==> src/rtl/pixq_pkg.sv <==
package pixq_pkg;
  localparam int NUM_BANKS = 4;

  typedef struct packed {
    logic       rdEn;     // fetch issued to all banks this cycle
    logic [3:0] wrMask;   // one-hot bank write this cycle
    logic       capture;  // bank data present, load output registers
    logic [1:0] sel;      // {yOdd, xOdd} of the anchor being captured
  } pixStrobe_t;
endpackage

==> src/rtl/pixq_ctrl.sv <==
module pixq_ctrl
  import pixq_pkg::*;
(
  input  logic       clk,
  input  logic       rstN,
  input  logic       inValid,
  input  logic       inLoad,
  input  logic       inXOdd,
  input  logic       inYOdd,
  output pixStrobe_t strobe,
  output logic       outValid
);
  logic       rd1, cap2, v3;
  logic [3:0] wr1;
  logic [1:0] par1, par2;

  always_ff @(posedge clk or negedge rstN) begin
    if (!rstN) begin
      rd1  <= 1'b0;
      wr1  <= '0;
      par1 <= '0;
      cap2 <= 1'b0;
      par2 <= '0;
      v3   <= 1'b0;
    end else begin
      rd1  <= inValid && !inLoad;
      wr1  <= (inValid && inLoad) ? (4'b0001 << {inYOdd, inXOdd}) : 4'b0000;
      par1 <= {inYOdd, inXOdd};
      cap2 <= rd1;
      par2 <= par1;
      v3   <= cap2;
    end
  end

  assign strobe.rdEn    = rd1;
  assign strobe.wrMask  = wr1;
  assign strobe.capture = cap2;
  assign strobe.sel     = par2;
  assign outValid       = v3;

  // a load touches one bank only
  p_single_bank_write_r2: assert property (@(posedge clk) disable iff (!rstN)
    $onehot0(wr1));

  // never read and write in the same cycle
  p_read_write_excl_r10: assert property (@(posedge clk) disable iff (!rstN)
    !(rd1 && (|wr1)));

  // each read becomes an output two cycles later
  p_out_latency_r8: assert property (@(posedge clk) disable iff (!rstN)
    rd1 |-> ##2 outValid);
endmodule

==> src/rtl/pixq_dp.sv <==
module pixq_dp
  import pixq_pkg::*;
#(
  parameter int INT_W  = 12,
  parameter int FRAC_W = 8,
  parameter int PIX_W  = 16,
  parameter int IMG_W  = 512,
  parameter int IMG_H  = 512
) (
  input  logic                        clk,
  input  logic                        rstN,
  input  logic                        inValid,
  input  logic                        inLoad,
  input  logic [INT_W+FRAC_W-1:0]     inX,
  input  logic [INT_W+FRAC_W-1:0]     inY,
  input  logic [PIX_W-1:0]            inPix,
  input  pixStrobe_t                  strobe,
  output logic [4*(2*(INT_W-1))-1:0]  bankAddr,
  output logic [PIX_W-1:0]            bankWrData,
  input  logic [4*PIX_W-1:0]          bankRdData,
  output logic [PIX_W-1:0]            outUl,
  output logic [PIX_W-1:0]            outUr,
  output logic [PIX_W-1:0]            outLl,
  output logic [PIX_W-1:0]            outLr,
  output logic [FRAC_W-1:0]           outFracX,
  output logic [FRAC_W-1:0]           outFracY
);
  localparam int CW     = INT_W + FRAC_W;
  localparam int IDX_W  = INT_W - 1;
  localparam int ADDR_W = 2 * IDX_W;
  localparam logic [IDX_W-1:0] LAST_COL = IDX_W'(IMG_W / 2 - 1);
  localparam logic [IDX_W-1:0] LAST_ROW = IDX_W'(IMG_H / 2 - 1);

  logic [IDX_W-1:0] xIdx, yIdx, xNext, yNext;
  logic             xOdd, yOdd;

  assign xIdx  = inX[CW-1:FRAC_W+1];
  assign yIdx  = inY[CW-1:FRAC_W+1];
  assign xOdd  = inX[FRAC_W];
  assign yOdd  = inY[FRAC_W];
  assign xNext = (xIdx >= LAST_COL) ? LAST_COL : xIdx + 1'b1;
  assign yNext = (yIdx >= LAST_ROW) ? LAST_ROW : yIdx + 1'b1;

  logic [ADDR_W-1:0] addrQ [NUM_BANKS];

  for (genvar b = 0; b < NUM_BANKS; b++) begin : g_bank
    logic [IDX_W-1:0] colSel, rowSel;
    // banks in an even column/row parity take the neighbour index on odd anchors
    always_comb begin
      colSel = (!inLoad && xOdd && (b % 2 == 0)) ? xNext : xIdx;
      rowSel = (!inLoad && yOdd && (b / 2 == 0)) ? yNext : yIdx;
    end
    always_ff @(posedge clk or negedge rstN) begin
      if (!rstN)        addrQ[b] <= '0;
      else if (inValid) addrQ[b] <= {rowSel, colSel};
    end
    assign bankAddr[b*ADDR_W +: ADDR_W] = addrQ[b];
  end

  always_ff @(posedge clk or negedge rstN) begin
    if (!rstN)                  bankWrData <= '0;
    else if (inValid && inLoad) bankWrData <= inPix;
  end

  // weight delay: two plain stages, third loads with the pixels
  logic [FRAC_W-1:0] fx1, fy1, fx2, fy2;
  always_ff @(posedge clk or negedge rstN) begin
    if (!rstN) begin
      fx1 <= '0; fy1 <= '0; fx2 <= '0; fy2 <= '0;
      outFracX <= '0; outFracY <= '0;
    end else begin
      fx1 <= inX[FRAC_W-1:0];
      fy1 <= inY[FRAC_W-1:0];
      fx2 <= fx1;
      fy2 <= fy1;
      if (strobe.capture) begin
        outFracX <= fx2;
        outFracY <= fy2;
      end
    end
  end

  // reorder: corner k sits in bank (anchor parity XOR k)
  logic [PIX_W-1:0] corner [NUM_BANKS];
  for (genvar k = 0; k < NUM_BANKS; k++) begin : g_route
    logic [1:0] bankOfCorner;
    assign bankOfCorner = strobe.sel ^ 2'(k);
    assign corner[k]    = bankRdData[bankOfCorner*PIX_W +: PIX_W];
  end

  always_ff @(posedge clk or negedge rstN) begin
    if (!rstN) begin
      outUl <= '0; outUr <= '0; outLl <= '0; outLr <= '0;
    end else if (strobe.capture) begin
      outUl <= corner[0];
      outUr <= corner[1];
      outLl <= corner[2];
      outLr <= corner[3];
    end
  end

  // bank A column equals bank B column or one past it
  p_neighbour_col_r7: assert property (@(posedge clk) disable iff (!rstN)
    strobe.rdEn |-> (addrQ[0][IDX_W-1:0] == addrQ[1][IDX_W-1:0]) ||
                    (addrQ[0][IDX_W-1:0] == addrQ[1][IDX_W-1:0] + 1'b1));

  // bank A row equals bank C row or one past it
  p_neighbour_row_r7: assert property (@(posedge clk) disable iff (!rstN)
    strobe.rdEn |-> (addrQ[0][ADDR_W-1:IDX_W] == addrQ[2][ADDR_W-1:IDX_W]) ||
                    (addrQ[0][ADDR_W-1:IDX_W] == addrQ[2][ADDR_W-1:IDX_W] + 1'b1));
endmodule

==> src/rtl/pixq_top.sv <==
module pixq_top
  import pixq_pkg::*;
#(
  parameter int INT_W  = 12,
  parameter int FRAC_W = 8,
  parameter int PIX_W  = 16,
  parameter int IMG_W  = 512,
  parameter int IMG_H  = 512
) (
  input  logic                        clk,
  input  logic                        rstN,
  input  logic                        inValid,
  input  logic                        inLoad,
  input  logic [INT_W+FRAC_W-1:0]     inX,
  input  logic [INT_W+FRAC_W-1:0]     inY,
  input  logic [PIX_W-1:0]            inPix,
  output logic [4*(2*(INT_W-1))-1:0]  bankAddr,
  output logic [3:0]                  bankRd,
  output logic [3:0]                  bankWr,
  output logic [PIX_W-1:0]            bankWrData,
  input  logic [4*PIX_W-1:0]          bankRdData,
  output logic                        outValid,
  output logic [PIX_W-1:0]            outUl,
  output logic [PIX_W-1:0]            outUr,
  output logic [PIX_W-1:0]            outLl,
  output logic [PIX_W-1:0]            outLr,
  output logic [FRAC_W-1:0]           outFracX,
  output logic [FRAC_W-1:0]           outFracY
);
  pixStrobe_t strobe;

  pixq_ctrl ctrl_i (
    .clk(clk), .rstN(rstN), .inValid(inValid), .inLoad(inLoad),
    .inXOdd(inX[FRAC_W]), .inYOdd(inY[FRAC_W]),
    .strobe(strobe), .outValid(outValid)
  );

  pixq_dp #(.INT_W(INT_W), .FRAC_W(FRAC_W), .PIX_W(PIX_W),
            .IMG_W(IMG_W), .IMG_H(IMG_H)) dp_i (
    .clk(clk), .rstN(rstN), .inValid(inValid), .inLoad(inLoad),
    .inX(inX), .inY(inY), .inPix(inPix), .strobe(strobe),
    .bankAddr(bankAddr), .bankWrData(bankWrData), .bankRdData(bankRdData),
    .outUl(outUl), .outUr(outUr), .outLl(outLl), .outLr(outLr),
    .outFracX(outFracX), .outFracY(outFracY)
  );

  assign bankRd = {4{strobe.rdEn}};
  assign bankWr = strobe.wrMask;
endmodule

==> config.mk <==
export PLATFORM = sky130hd
export DESIGN_NAME = pixq_top
export DESIGN_NICKNAME = d
export VERILOG_FILES = /design/src/rtl/pixq_pkg.sv /design/src/rtl/pixq_ctrl.sv /design/src/rtl/pixq_dp.sv /design/src/rtl/pixq_top.sv
export SDC_FILE = /design/constraint.sdc
export NUM_CORES = 1
export LEC_CHECK = 0
export ABC_AREA = 0
export CAP_MARGIN = 0
export CORE_UTILIZATION = 40
export DETAILED_ROUTE_END_ITERATION = 6
export GPL_ROUTABILITY_DRIVEN = 0
export PLACE_DENSITY = 0.71
export SLEW_MARGIN = 10
export SYNTH_ARGS = -nofsm -noshare
export SYNTH_HDL_FRONTEND = slang
export SYNTH_SLANG_ARGS = --single-unit
==> constraint.sdc <==
create_clock -name clk -period 1.8 [get_ports clk]
set_input_delay 0.18 -clock clk [delete_from_list [all_inputs] [get_ports clk]]
set_output_delay 0.18 -clock clk [all_outputs]
set_load 0.01 [all_outputs]
==> metrics, run 1 <==
status finished clean; PortBufs 316; type of origin of the critical path flop; CORE AREA 21100 um2; area share of the largest cell type after synthesis 53.1%; n_diodes 0; first-pass GRT wire length 34800 um; top cells by count, synth dfrtp_1 (183), mux2_2 (116), mux4_2 (64), buf_4 (49); antenna violations before repair 0; CP endpoint kind flop; worst slack on hold paths 104 ps; r2r endpoint dp_i.outUl[8]$_DFFE_PN0P_; insertion delay of the later-clocked pin in the worst-skew pair 430 ps; syn_nets 693; register area share after synthesis 53.1%; crit path time final 1630 ps; full die area 22200 um2; cell count after synthesis 567; vias in the first global route 6324; Multi-input gate area 3460 um2; arrival time worst endpoint 1930 ps; post-synth cell types 37; clock-pin slew on the worst setup and hold paths 80 ps; CTS tree yes; Total Routing Usage GR 20.6%; GR Layer Usage met1 25.8%; register area 4590 um2; grt peak-use layer met2; share of post-route cells with drive strength above 1 29.8%; Final Hold Fails 0; chip height 149 um; most numerous cell in the Yosys netlist dfrtp_1; DRT antenna net count 0; Final Skew 12.1 ps; worst path cell trace buf_12, mux4_2, mux2_2; CTS Sinks 183; Worst VDD drop 0.608 mV; clock root cell clkbuf_16; DRC Markers 0; Fillers 1585; utilization after layout 60.0%; Max Clock Freq 614 MHz; total power 11.8 mW; CP max stage cell mux4_2; TritonCTS buffer count 17; Slew Viols, Final 0; synth warn 0; Post-Syn Area 8630 um2; clk buf depth 2; Max-cap violations 0; PwrDens 933 nW/um2; Initial Utilization 40.9%; Post-synth EDFFs 0; CP Data Required Time 2100 ps; met3 Usage GRT 4.98%; Synth Flop Type dfrtp_1; largest net degree at the start of global routing 72; 1st-iter DRT viols 247; Via density 5.21; setup tns final 0 ps; path depth of the worst reg2reg path 3; Chip Width 149 um; largest cells by area after synthesis dfrtp_1 (53%), mux4_2 (17%), mux2_2 (15%); P_leak 5.03 nW; final worst-path cycle share 90.5%; CP peak stage delay 530 ps; Worst R2R Start ctrl_i.par2[0]$_DFF_PN0_; Core Rows 53; first-pass detailed-route iteration total 4; CP max FO 29; CP startpoint ctrl_i.par2[0]$_DFF_PN0_; post-DP HPWL 16800 um; Syn Area/Cell 15.2 um2; Post-synth ARST share 100%; Tightest Pin Transition 562 ps; Reg2Reg Setup Slack 170 ps; P&R area growth vs syn 46.6%; # setup viols final 0; RSZ-0062 raised after global routing false; grt ovf 0; worst min path class input pin to async pin; DR vias 6003; area leader, netlist dfrtp_1; io pins 317; Slew HR 62.6%; Post-Route WL 22400 um; slack of the critical path 171 ps; Final #Nets 991; pre-CTS WS -56.3 ps; critical path type flop to flop; synthesized flop and latch total 183; Wirelength per Cell 19.4 um; H-tree Lvls 4; met2 usage 35.2%
-- power by group --
part	leakage, nW	internal [mW]	switching [mW]
logic	2.60	1.94	1.14
clock network	0.289	1.88	1.85
registers	2.15	4.65	0.344
-- worst max path at each step --
stage	slack (ps)	to	depth (start not counted)
2_1_floorplan	200	dp_i.outLr[0]$_DFFE_PN0P_	5
3_3_place_gp	20	dp_i.bankAddr[43]$_DFFE_PN0P_	5
3_5_place_dp	-60	dp_i.bankAddr[53]$_DFFE_PN0P_	5
4_1_cts	140	bankAddr[45]	1
5_1_grt	100	bankAddr[45]	1
6_report	170	dp_i.outUl[8]$_DFFE_PN0P_	3
-- what timing repair did --
item,4_1_cts,5_1_grt
buffers inserted,0,0
resized for setup,0,0
hold buffers,1,0
hold endpoints to repair,183,0
setup endpoints to repair,0,0
-- state kept, by name (all words and copies together) (netlist names) --
name,flops
ctrl_i.cap2,1
ctrl_i.outValid,1
ctrl_i.par1,2
ctrl_i.par2,2
ctrl_i.rd1,1
ctrl_i.wr1,4
dp_i.bankAddr,44
dp_i.bankWrData,16
dp_i.fx1,8
dp_i.fx2,8
dp_i.fy1,8
dp_i.fy2,8
dp_i.outFracX,8
dp_i.outFracY,8
dp_i.outLl,16
dp_i.outLr,16
dp_i.outUl,16
dp_i.outUr,16
-- worst max-delay path: cells and delay by family (launching register included) --
kind	cells	cell delay, ps
multiplexers	2	800
flip-flops	1	460
buffers and inverters	1	230
-- cell families (layout without fill, tap and decap cells) --
logic type / after synthesis / after routing / synth area share [%]
flip-flops: 183 / 183 / 53.1
multiplexers: 181 / 181 / 32.0
buffers and inverters: 90 / 401 / 6.86
AND/OR/NAND/NOR: 59 / 59 / 3.47
AO/OA/AOI/OAI: 38 / 38 / 2.94
XOR/XNOR: 14 / 14 / 1.42
adder cells (fa/ha/maj): 2 / 2 / 0.290
-- cell usage in the layout (no fill, tap or decap), drive strengths merged, types with 5 or more instances in the layout --
cell / instances
a21oi: 15
buf: 44
clkbuf: 17
clkdlybuf4s50: 315
clkinv: 6
dfrtp: 183
inv: 17
mux2: 116
mux4: 64
nand2: 14
nor2: 16
nor3: 8
o21ai: 7
xnor2: 9
xor2: 5
-- area by class of cell --
cell class                 count  area share [%]
sequential                   183            36.3
timing repair buffer         360            28.6
multi-input combinational    294            27.3
clock buffer                  17            3.36
tap                          275            2.72
clock inverter                15            1.39
inverter                       9           0.267
-- layer usage --
| layer | routed length [um] | vias to the layer above |
|---|---|---|
| met2 | 11400 | 277 |
| met3 | 1720 | 26 |
| met5 | 0 | - |
| li1 | - | 2647 |
| met4 | 321 | 0 |
| met1 | 8920 | 3053 |
-- stage by stage --
step           cell area (um2)  instances
2_1_floorplan             8630        567
3_3_place_gp             12000       1120
3_5_place_dp             12000       1120
4_1_cts                  12600       1153
5_1_grt                  12600       1153
6_report                 12600       1153
(Power assumes the default switching activity.)
==> run 2, diff against run 1 <==
--- a/config.mk
+++ b/config.mk
@@ -7,6 +7,7 @@
 export LEC_CHECK = 0
 export ABC_AREA = 0
 export CAP_MARGIN = 0
+export CORE_MARGIN = 4
 export CORE_UTILIZATION = 40
 export DETAILED_ROUTE_END_ITERATION = 6
 export GPL_ROUTABILITY_DRIVEN = 0
==> metrics, run 2 (same netlist as run 1, synthesis figures left out) <==
status finished clean; CP Data Required Time 2100 ps; DRC Markers 0; CTS Sinks 183; # setup viols final 0; post-CTS setup buffer count 0; P_leak 5.09 nW; net switching share of the total power 27.0%; chip height 155 um; Comb pwr share 26.4%; H-tree Lvls 4; crit path time final 1700 ps; Wirelength per Cell 20.0 um; total power 11.8 mW; Post-Route WL 23300 um; Tightest Pin Transition 429 ps; insertion delay of the later-clocked pin in the worst-skew pair 420 ps; Pint 8.61 mW; io pins 317; arrival time worst endpoint 2000 ps; pre-CTS WS -106 ps; largest net degree at the start of global routing 69; P&R area growth vs syn 47.8%; Final Hold Fails 0; TritonCTS buffer count 17; share of post-route cells with drive strength above 1 30.6%; Slew HR 71.3%; utilization after layout 60.3%; Worst VDD drop 0.574 mV; CTS tree yes; Max Clock Freq 589 MHz; first-pass detailed-route iteration total 4; clk buf depth 2; CP max FO 24; Slew Viols, Final 0; slack of the critical path 102 ps; first-pass GRT wire length 37500 um; final worst-path cycle share 94.3%; critical path type flop to flop; max FFs per register 44; Total Routing Usage GR 19.8%; Max-cap violations 0; sequential power share 42.4%; DRT antenna net count 0; n_diodes 0; CP endpoint kind flop; Core Rows 53; Net Sw Power 3.18 mW; PwrDens 925 nW/um2; clock-pin slew on the worst setup and hold paths 80 ps; CORE AREA 21200 um2; clock root cell clkbuf_16; 1st-iter DRT viols 268; Final Skew 12.2 ps; worst slack on hold paths 196 ps; vias in the first global route 6863; Clk pwr share 31.2%; type of origin of the critical path flop; worst min path class input pin to flop; DR vias 6093; RSZ-0062 raised after global routing false; Initial Utilization 40.8%; PortBufs 316; full die area 24000 um2; antenna violations before repair 0; Chip Width 155 um; Final #Nets 1004; commonest non-fill, non-tap cell in the layout clkdlybuf4s50_1; grt ovf 0; most frequent cells in the layout clkdlybuf4s50_1 (315), dfrtp_1 (180), mux2_2 (116), mux4_2 (64), buf_4 (44); post-DP HPWL 17700 um; Via density 5.23
-- run 2: cell count changes in the layout (fill, tap and decap cells not counted), sizes merged --
cell	change
buf	+13
bufinv	+1
clkbuf	+3
clkinv	-4
clkinvlp	+3
inv	-3
-- run 2: layout make-up --
class / count / area [um2]
inverters: 9 / 33.8
clock buffers: 20 / 447
flip-flops and latches: 183 / 4590
fillers: 1604 / 8400
repair buffers: 373 / 3740
clock inverters: 12 / 139
multi-input cells: 294 / 3460
well taps: 275 / 344
-- run 2: critical path, stage by stage, from the launching register on --
cell and delay, ps:
dfrtp_4 530, buf_12 230, mux4_2 530, mux2_2 280
-- run 2: what timing repair did --
action	CTS	global route
hold endpoints to repair	40	0
hold buffers	1	0
gates resized for setup	0	0
-- run 2: metal layers --
metal  up-vias  global-route usage, %  wire [um]
met5         -                      0          0
met4         0                   4.96        344
met3        25                   5.45       1650
met2       290                   33.3      11700
met1      3101                   25.5       9640
li1       2677                      -          -
-- run 2: power groups by stage --
stage | combinational [mW] | clock [mW] | sequential (mW)
after global placement | 3.09 | 0 | 5.06
after detailed placement | 3.13 | 0 | 5.08
after floorplan | 1.10 | 0 | 5.23
after global routing | 3.31 | 3.97 | 5.07
final | 3.11 | 3.69 | 5.00
after CTS | 3.15 | 3.78 | 5.01
-- run 2: per-stage QoR --
step / area, um2 / instances / setup TNS [ps]
CTS: 12800 / 1166 / 0
global route: 12800 / 1166 / 0
finish: 12800 / 1166 / 0
floorplan: 8630 / 567 / 0
detailed placement: 12200 / 1133 / -495
global placement: 12200 / 1133 / 0
-- run 2: worst paths after layout --
path | to | startpoint | slack [ps] | cells after the start
worst max register to register | dp_i.outUr[0]$_DFFE_PN0P_ | ctrl_i.par2[0]$_DFF_PN0_ | 100 | 3
max in group asynchronous | dp_i.fx2[5]$_DFF_PN0_ | rstN | 810 | 3
worst min register to register | dp_i.fy2[6]$_DFF_PN0_ | dp_i.fy1[6]$_DFF_PN0_ | 350 | 0
worst min-delay path | dp_i.fx1[5]$_DFF_PN0_ | inX[5] | 200 | 1
worst max-delay path | dp_i.outUr[0]$_DFFE_PN0P_ | ctrl_i.par2[0]$_DFF_PN0_ | 100 | 3
min in group asynchronous | dp_i.fy1[5]$_DFF_PN0_ | rstN | 260 | 2
